### src/rtl/uart_tx_pkg.sv
package uart_tx_pkg;
  typedef enum logic [2:0] {
    ST_IDLE, ST_START, ST_DATA, ST_PAR, ST_STOP, ST_BRK, ST_GAP
  } tx_state_e;
endpackage

### src/rtl/uart_tx_hold.sv
module uart_tx_hold #(
  parameter int DW = 8
) (
  input  logic          clk_i,
  input  logic          rst_ni,
  input  logic          flush_i,
  input  logic          wr_i,
  input  logic [DW-1:0] wr_data_i,
  input  logic          take_i,
  output logic          full_o,
  output logic [DW-1:0] data_o
);
  always_ff @(posedge clk_i or negedge rst_ni) begin
    if (!rst_ni) begin
      full_o <= 1'b0;
      data_o <= '0;
    end else if (flush_i) begin
      full_o <= 1'b0;
    end else if (take_i) begin
      full_o <= 1'b0;
    end else if (wr_i && !full_o) begin
      full_o <= 1'b1;
      data_o <= wr_data_i;
    end
  end
endmodule

### src/rtl/uart_tx_frame.sv
module uart_tx_frame
  import uart_tx_pkg::*;
#(
  parameter int DW = 8
) (
  input  logic          clk_i,
  input  logic          rst_ni,
  input  logic          abort_i,
  input  logic          tick_i,
  input  logic          go_ok_i,
  input  logic          brk_i,
  input  logic          cfg_par_en_i,
  input  logic          cfg_par_odd_i,
  input  logic          cfg_two_stop_i,
  input  logic          hold_full_i,
  input  logic [DW-1:0] hold_data_i,
  output logic          take_o,
  output logic          char_done_o,
  output logic          idle_o,
  output logic          txd_o
);
  localparam int CW = (DW > 1) ? $clog2(DW) : 1;

  tx_state_e     st_q;
  logic [DW-1:0] sh_q;
  logic [CW-1:0] cnt_q;
  logic          par_q, par_en_q, stop_left_q;
  logic          last_stop, at_bound;

  assign last_stop   = !stop_left_q;
  assign at_bound    = (st_q == ST_IDLE) || (st_q == ST_STOP && last_stop);
  // character boundary: only place flow control is consulted
  assign take_o      = !abort_i && tick_i && at_bound && hold_full_i && go_ok_i;
  assign char_done_o = !abort_i && tick_i && (st_q == ST_STOP) && last_stop;
  assign idle_o      = (st_q == ST_IDLE);

  always_ff @(posedge clk_i or negedge rst_ni) begin
    if (!rst_ni) begin
      st_q        <= ST_IDLE;
      sh_q        <= '0;
      cnt_q       <= '0;
      par_q       <= 1'b0;
      par_en_q    <= 1'b0;
      stop_left_q <= 1'b0;
    end else if (abort_i) begin
      st_q <= ST_IDLE;
    end else if (take_o) begin
      st_q        <= ST_START;
      sh_q        <= hold_data_i;
      par_q       <= (^hold_data_i) ^ cfg_par_odd_i;
      par_en_q    <= cfg_par_en_i;
      stop_left_q <= cfg_two_stop_i;
    end else begin
      case (st_q)
        ST_IDLE:  if (brk_i) st_q <= ST_BRK;
        ST_START: if (tick_i) begin
          st_q  <= ST_DATA;
          cnt_q <= '0;
        end
        ST_DATA:  if (tick_i) begin
          sh_q <= sh_q >> 1;
          if (cnt_q == CW'(DW - 1)) st_q <= par_en_q ? ST_PAR : ST_STOP;
          else cnt_q <= cnt_q + 1'b1;
        end
        ST_PAR:   if (tick_i) st_q <= ST_STOP;
        ST_STOP:  if (tick_i) begin
          if (!last_stop) stop_left_q <= 1'b0;
          else st_q <= ST_IDLE;
        end
        ST_BRK:   if (!brk_i) st_q <= ST_GAP;
        ST_GAP:   if (tick_i) st_q <= ST_IDLE;
        default:  st_q <= ST_IDLE;
      endcase
    end
  end

  always_comb begin
    case (st_q)
      ST_START: txd_o = 1'b0;
      ST_DATA:  txd_o = sh_q[0];
      ST_PAR:   txd_o = par_q;
      ST_BRK:   txd_o = 1'b0;
      default:  txd_o = 1'b1;
    endcase
  end
endmodule

### src/rtl/uart_tx_rts.sv
module uart_tx_rts (
  input  logic clk_i,
  input  logic rst_ni,
  input  logic tick_i,
  input  logic on_i,
  input  logic off_i,
  input  logic auto_en_i,
  input  logic arm_i,
  input  logic cancel_i,
  output logic rts_no
);
  logic on_q, pend_q;

  always_ff @(posedge clk_i or negedge rst_ni) begin
    if (!rst_ni) begin
      on_q   <= 1'b0;
      pend_q <= 1'b0;
    end else if (off_i) begin
      on_q   <= 1'b0;
      pend_q <= 1'b0;
    end else if (on_i) begin
      on_q   <= 1'b1;
      pend_q <= 1'b0;
    end else if (pend_q && tick_i) begin
      on_q   <= 1'b0;
      pend_q <= 1'b0;
    end else if (arm_i && auto_en_i) begin
      pend_q <= 1'b1;
    end else if (cancel_i) begin
      pend_q <= 1'b0;
    end
  end

  assign rts_no = !on_q;
endmodule

### src/rtl/uart_tx_fc.sv
module uart_tx_fc #(
  parameter int DATA_W = 8
) (
  input  logic              clk_i,
  input  logic              rst_ni,
  input  logic              bit_tick_i,
  input  logic              wr_i,
  input  logic [DATA_W-1:0] wr_data_i,
  input  logic              cmd_en_i,
  input  logic              cmd_dis_i,
  input  logic              cmd_rst_i,
  input  logic              cmd_brk_start_i,
  input  logic              cmd_brk_stop_i,
  input  logic              cmd_rts_on_i,
  input  logic              cmd_rts_off_i,
  input  logic              cfg_cts_en_i,
  input  logic              cfg_auto_rts_i,
  input  logic              cfg_par_en_i,
  input  logic              cfg_par_odd_i,
  input  logic              cfg_two_stop_i,
  input  logic              cts_ni,
  output logic              txd_o,
  output logic              rts_no,
  output logic              ready_o,
  output logic              empty_o
);
  logic              en_q, brk_q;
  logic              hold_full, take, char_done, idle;
  logic [DATA_W-1:0] hold_data;
  logic              go_ok, cts_ok, rts_arm;

  always_ff @(posedge clk_i or negedge rst_ni) begin
    if (!rst_ni) begin
      en_q  <= 1'b0;
      brk_q <= 1'b0;
    end else begin
      if (cmd_rst_i || cmd_dis_i) en_q <= 1'b0;
      else if (cmd_en_i)          en_q <= 1'b1;
      if (cmd_rst_i || cmd_brk_stop_i) brk_q <= 1'b0;
      else if (cmd_brk_start_i)        brk_q <= 1'b1;
    end
  end

  assign cts_ok  = !cfg_cts_en_i || !cts_ni;
  assign go_ok   = en_q && cts_ok && !brk_q;
  assign rts_arm = (char_done && !en_q) || (cmd_dis_i && idle);

  uart_tx_hold #(.DW(DATA_W)) u_hold (
    .clk_i     (clk_i),
    .rst_ni    (rst_ni),
    .flush_i   (cmd_rst_i),
    .wr_i      (wr_i),
    .wr_data_i (wr_data_i),
    .take_i    (take),
    .full_o    (hold_full),
    .data_o    (hold_data)
  );

  uart_tx_frame #(.DW(DATA_W)) u_frame (
    .clk_i          (clk_i),
    .rst_ni         (rst_ni),
    .abort_i        (cmd_rst_i),
    .tick_i         (bit_tick_i),
    .go_ok_i        (go_ok),
    .brk_i          (brk_q),
    .cfg_par_en_i   (cfg_par_en_i),
    .cfg_par_odd_i  (cfg_par_odd_i),
    .cfg_two_stop_i (cfg_two_stop_i),
    .hold_full_i    (hold_full),
    .hold_data_i    (hold_data),
    .take_o         (take),
    .char_done_o    (char_done),
    .idle_o         (idle),
    .txd_o          (txd_o)
  );

  uart_tx_rts u_rts (
    .clk_i     (clk_i),
    .rst_ni    (rst_ni),
    .tick_i    (bit_tick_i),
    .on_i      (cmd_rts_on_i),
    .off_i     (cmd_rts_off_i),
    .auto_en_i (cfg_auto_rts_i),
    .arm_i     (rts_arm),
    .cancel_i  (cmd_en_i || cmd_rst_i),
    .rts_no    (rts_no)
  );

  assign ready_o = !hold_full;
  assign empty_o = !hold_full && idle;
endmodule

### config.mk
export PLATFORM = sky130hd
export DESIGN_NAME = uart_tx_fc
export DESIGN_NICKNAME = d
export VERILOG_FILES = /design/src/rtl/uart_tx_pkg.sv /design/src/rtl/uart_tx_hold.sv /design/src/rtl/uart_tx_frame.sv /design/src/rtl/uart_tx_rts.sv /design/src/rtl/uart_tx_fc.sv
export SDC_FILE = /design/constraint.sdc
export NUM_CORES = 1
export LEC_CHECK = 0
export ABC_CLOCK_PERIOD_IN_PS = 2400
export BUFFER_PORTS_ARGS = -buffer_cell sky130_fd_sc_hd__buf_4
export CORE_UTILIZATION = 55
export DETAILED_ROUTE_END_ITERATION = 6
export PLACE_DENSITY_LB_ADDON = 0.25
export REMOVE_ABC_BUFFERS = 1
export SYNTH_ARGS = -nofsm -noshare
export SYNTH_HDL_FRONTEND = slang
export SYNTH_SLANG_ARGS = --single-unit
### constraint.sdc
create_clock -name clk_i -period 2.4 [get_ports clk_i]
set_clock_uncertainty 0.2 [all_clocks]
set_input_delay 0.48 -clock clk_i [delete_from_list [all_inputs] [get_ports clk_i]]
set_output_delay 0.48 -clock clk_i [all_outputs]
set_load 0.02 [all_outputs]
==> flow_metrics.env <==
export IMPL_routed_wl_um=3087
export IMPL_critPathRequiredTime_ns=1.72
export IMPL_io_pins=29
export IMPL_dp_slack_ns=0.3834
export IMPL_num_vias=1246
export IMPL_cts_buffers=5
export IMPL_postRouteAntennaNets=0
export IMPL_path_class="flip-flop to output port"
export IMPL_grt_busiest_layer="met2"
export IMPL_drive_above_1_share=0.2842
export IMPL_grt_use_met3=0.06977
export IMPL_antennaDiodeCount=0
export IMPL_cts_sinks=30
export IMPL_max_vdd_ir_drop_v=0.0006709
export IMPL_grtUsageMet1=0.2666
export IMPL_grt_pass1_vias=1204
export IMPL_seq_area_frac_synth=0.4651
export IMPL_synth_enable_flop_cells=0
export IMPL_fin_tns_setup_ns=0
export IMPL_setup_viol=0
export IMPL_synthTopCellsByArea="dfrtp_1 47%, mux2i_1 5.6%, mux2_2 5.6%, nor2_1 4.2%, a21oi_1 4.0%"
export IMPL_yosys_area_top_type_share=0.4651
export IMPL_rows=19
export IMPL_crit_path_max_fanout=16
export IMPL_leakagePower_uw=0.0009118
export IMPL_met2_usage=0.3656
export IMPL_p_int_uw=1092
export IMPL_cts_htree_levels=2
export IMPL_clock_latency_ns=0.33
export IMPL_syn_cell_area_um2=1614
export IMPL_synth_top_area_cell="dfrtp_1"
export IMPL_die_area_um2=3155
export IMPL_worst_slack_ns=0.1588
export IMPL_drv_slew=0
export IMPL_vias_per_cell=5.638
export IMPL_cts_tree="built"
export IMPL_cp_data_arrival_time_ns=1.56
export IMPL_place_area_um2=1826
export IMPL_area_growth_pct=16.67
export IMPL_maxSlewHeadroom=0.6669
export IMPL_power_density_nw_per_um2=908.1
export IMPL_wire_per_inst_um=13.97
export IMPL_pwr_share_comb=0.372
export IMPL_synth_cell_types=39
export IMPL_clock_path_buffers=2
export IMPL_crit_path_end_kind="output port"
export IMPL_p_sw_frac=0.3613
export IMPL_ys_ff_latch=30
export IMPL_worstMarginPinSlew_ns=0.4997
export IMPL_rsz0062_at_grt="no"
export IMPL_period_needed_ns=2.241
export IMPL_grt_max_degree=31
export IMPL_finalCritPeriodShare=0.9338
export IMPL_status="finished clean"
export IMPL_p_switching_uw=617.8
export IMPL_nets=217
export IMPL_dieHeight_um=56.17
export IMPL_p_seq_frac=0.471
export IMPL_drt_iter0_markers=48
export IMPL_drc=0
export IMPL_port_buffers=28
export IMPL_final_hold_viol_count=0
export IMPL_clkPwrFrac=0.158
export IMPL_dp_hpwl_um=2253
export IMPL_max_cap_violations=0
export IMPL_clk_pin_slew_ns=0.09
export IMPL_die_w_um=56.17
export IMPL_drtPass1Iterations=4
export IMPL_initial_utilization=0.5853
export IMPL_yosysMostFrequentCell="dfrtp_1"
export IMPL_design_area_um2=1883
export IMPL_utilization=0.6828
export IMPL_async_reset_ff_frac=1.000
export IMPL_hp_class="input port to flip-flop"
export IMPL_syn_instance_count=160
export IMPL_ys_warnings_count=0
export IMPL_fmax_ghz=0.4462
export IMPL_grt_first_pass_wirelength_um=5216
export IMPL_yosys_most_used_dff="dfrtp_1"
export IMPL_core_um2=2758
export IMPL_grtUsageTotal=0.2194
export IMPL_antenna_found_initial=0
export IMPL_avgSynthCellArea_um2=10.09
export IMPL_gr_total_overflow=0
export IMPL_netlist_top_cells_count="30 x dfrtp_1, 18 x nor2_1, 13 x a21oi_1, 11 x nand2_1, 9 x mux2i_1"
export IMPL_place_gp_congestion=0.8178
export IMPL_cp_start_kind="flip-flop"
export IMPL_cts_root_buffer="clkbuf_4"
[power by group through the flow]
stage          Clock (µW)  Combinational (µW)  Sequential (µW)
5_1_grt               301                 704              826
3_5_place_dp            0                 638              806
6_report              269                 635              805
3_3_place_gp            0                 616              797
4_1_cts               277                 642              795
2_1_floorplan           0                 483              762
[stage by stage]
| stage | hold slack, ns | power [µW] | std cells |
|---|---|---|---|
| 2_1_floorplan | -0.01559 | 1245 | 152 |
| 3_3_place_gp | 0.2296 | 1413 | 213 |
| 3_5_place_dp | 0.2277 | 1444 | 213 |
| 4_1_cts | 0.07749 | 1714 | 221 |
| 5_1_grt | 0.07392 | 1831 | 221 |
| 6_report | 0.09180 | 1710 | 221 |
[critical path, stage by stage (launching register included)]
cell and delay [ns]:
dfrtp_2 0.54, nor2_2 0.23, nand2_1 0.13, nor2_1 0.12, a21oi_1 0.05, buf_4 0.17
[sequential cells by signal, summed over array words and instances (netlist names), 3 cells and up]
signal,cells
u_hold.data_o,8
u_frame.cnt_q,3
u_frame.sh_q,8
u_frame.st_q,3
[cells in the final DEF (no fill, tap or decap), types with 2 or more instances in the layout]
master / netlist / routed
a21oi_1: 13 / 13
buf_4: 0 / 30
clkbuf_1: 0 / 2
clkbuf_4: 0 / 5
dfrtp_1: 30 / 28
dfrtp_2: 0 / 2
ha_1: 2 / 2
inv_1: 6 / 6
mux2_2: 8 / 8
mux2i_1: 9 / 9
nand2_1: 11 / 11
nand3_1: 4 / 4
nor2_1: 18 / 18
nor2b_1: 2 / 2
nor3_1: 6 / 6
o21ai_0: 7 / 7
o21ai_1: 6 / 6
xnor2_1: 7 / 7
[routing by layer]
layer,vias up,part of all wire
met3,4,0.035
met4,0,0.0078
met5,-,0
met1,605,0.43
met2,25,0.52
li1,612,-
[final timing paths]
| kind | startpoint | endpoint | slack (ns) | depth (start not counted) |
|---|---|---|---|---|
| max in group asynchronous | rst_ni | u_frame.st_q[2] | 1.31 | 2 |
| min | cmd_brk_stop_i | brk_q | 0.09 | 2 |
| max | u_frame.st_q[0] | txd_o | 0.16 | 5 |
| min reg2reg | u_frame.cnt_q[2] | u_frame.cnt_q[2] | 0.30 | 2 |
| min in group asynchronous | rst_ni | u_frame.cnt_q[2] | 0.40 | 2 |
| max reg2reg | u_frame.st_q[0] | u_frame.sh_q[5] | 0.46 | 5 |
[layout make-up]
class | count | area (µm²)
timing repair buffer | 31 | 235.2
tap | 31 | 38.79
fill | 232 | 874.6
sequential | 30 | 753.2
multi-input combinational | 116 | 788.3
clock buffer | 7 | 45.04
inverter | 6 | 22.52
[cell families (layout without fill, tap and decap cells)]
kind of cell               Yosys count  after routing  synth area share
muxes                               18             18            0.1186
xor gates and xnor gates             8              8           0.04341
buffers and inverters               14             44           0.04651
and+or+nand+nor                     54             54            0.1791
AOI/OAI and AO/OA                   34             34            0.1318
adders and majority gates            2              2           0.01550
DFF                                 30             30            0.4651
[what timing repair did]
| item | in CTS | in global routing |
|---|---|---|
| resized for setup | 0 | 2 |
| setup buffers | 0 | 0 |
| endpoints found under the setup margin | 0 | 1 |
| hold endpoints to repair | 30 | 0 |
| hold buffers | 1 | 0 |
(Power assumes the default switching activity.)
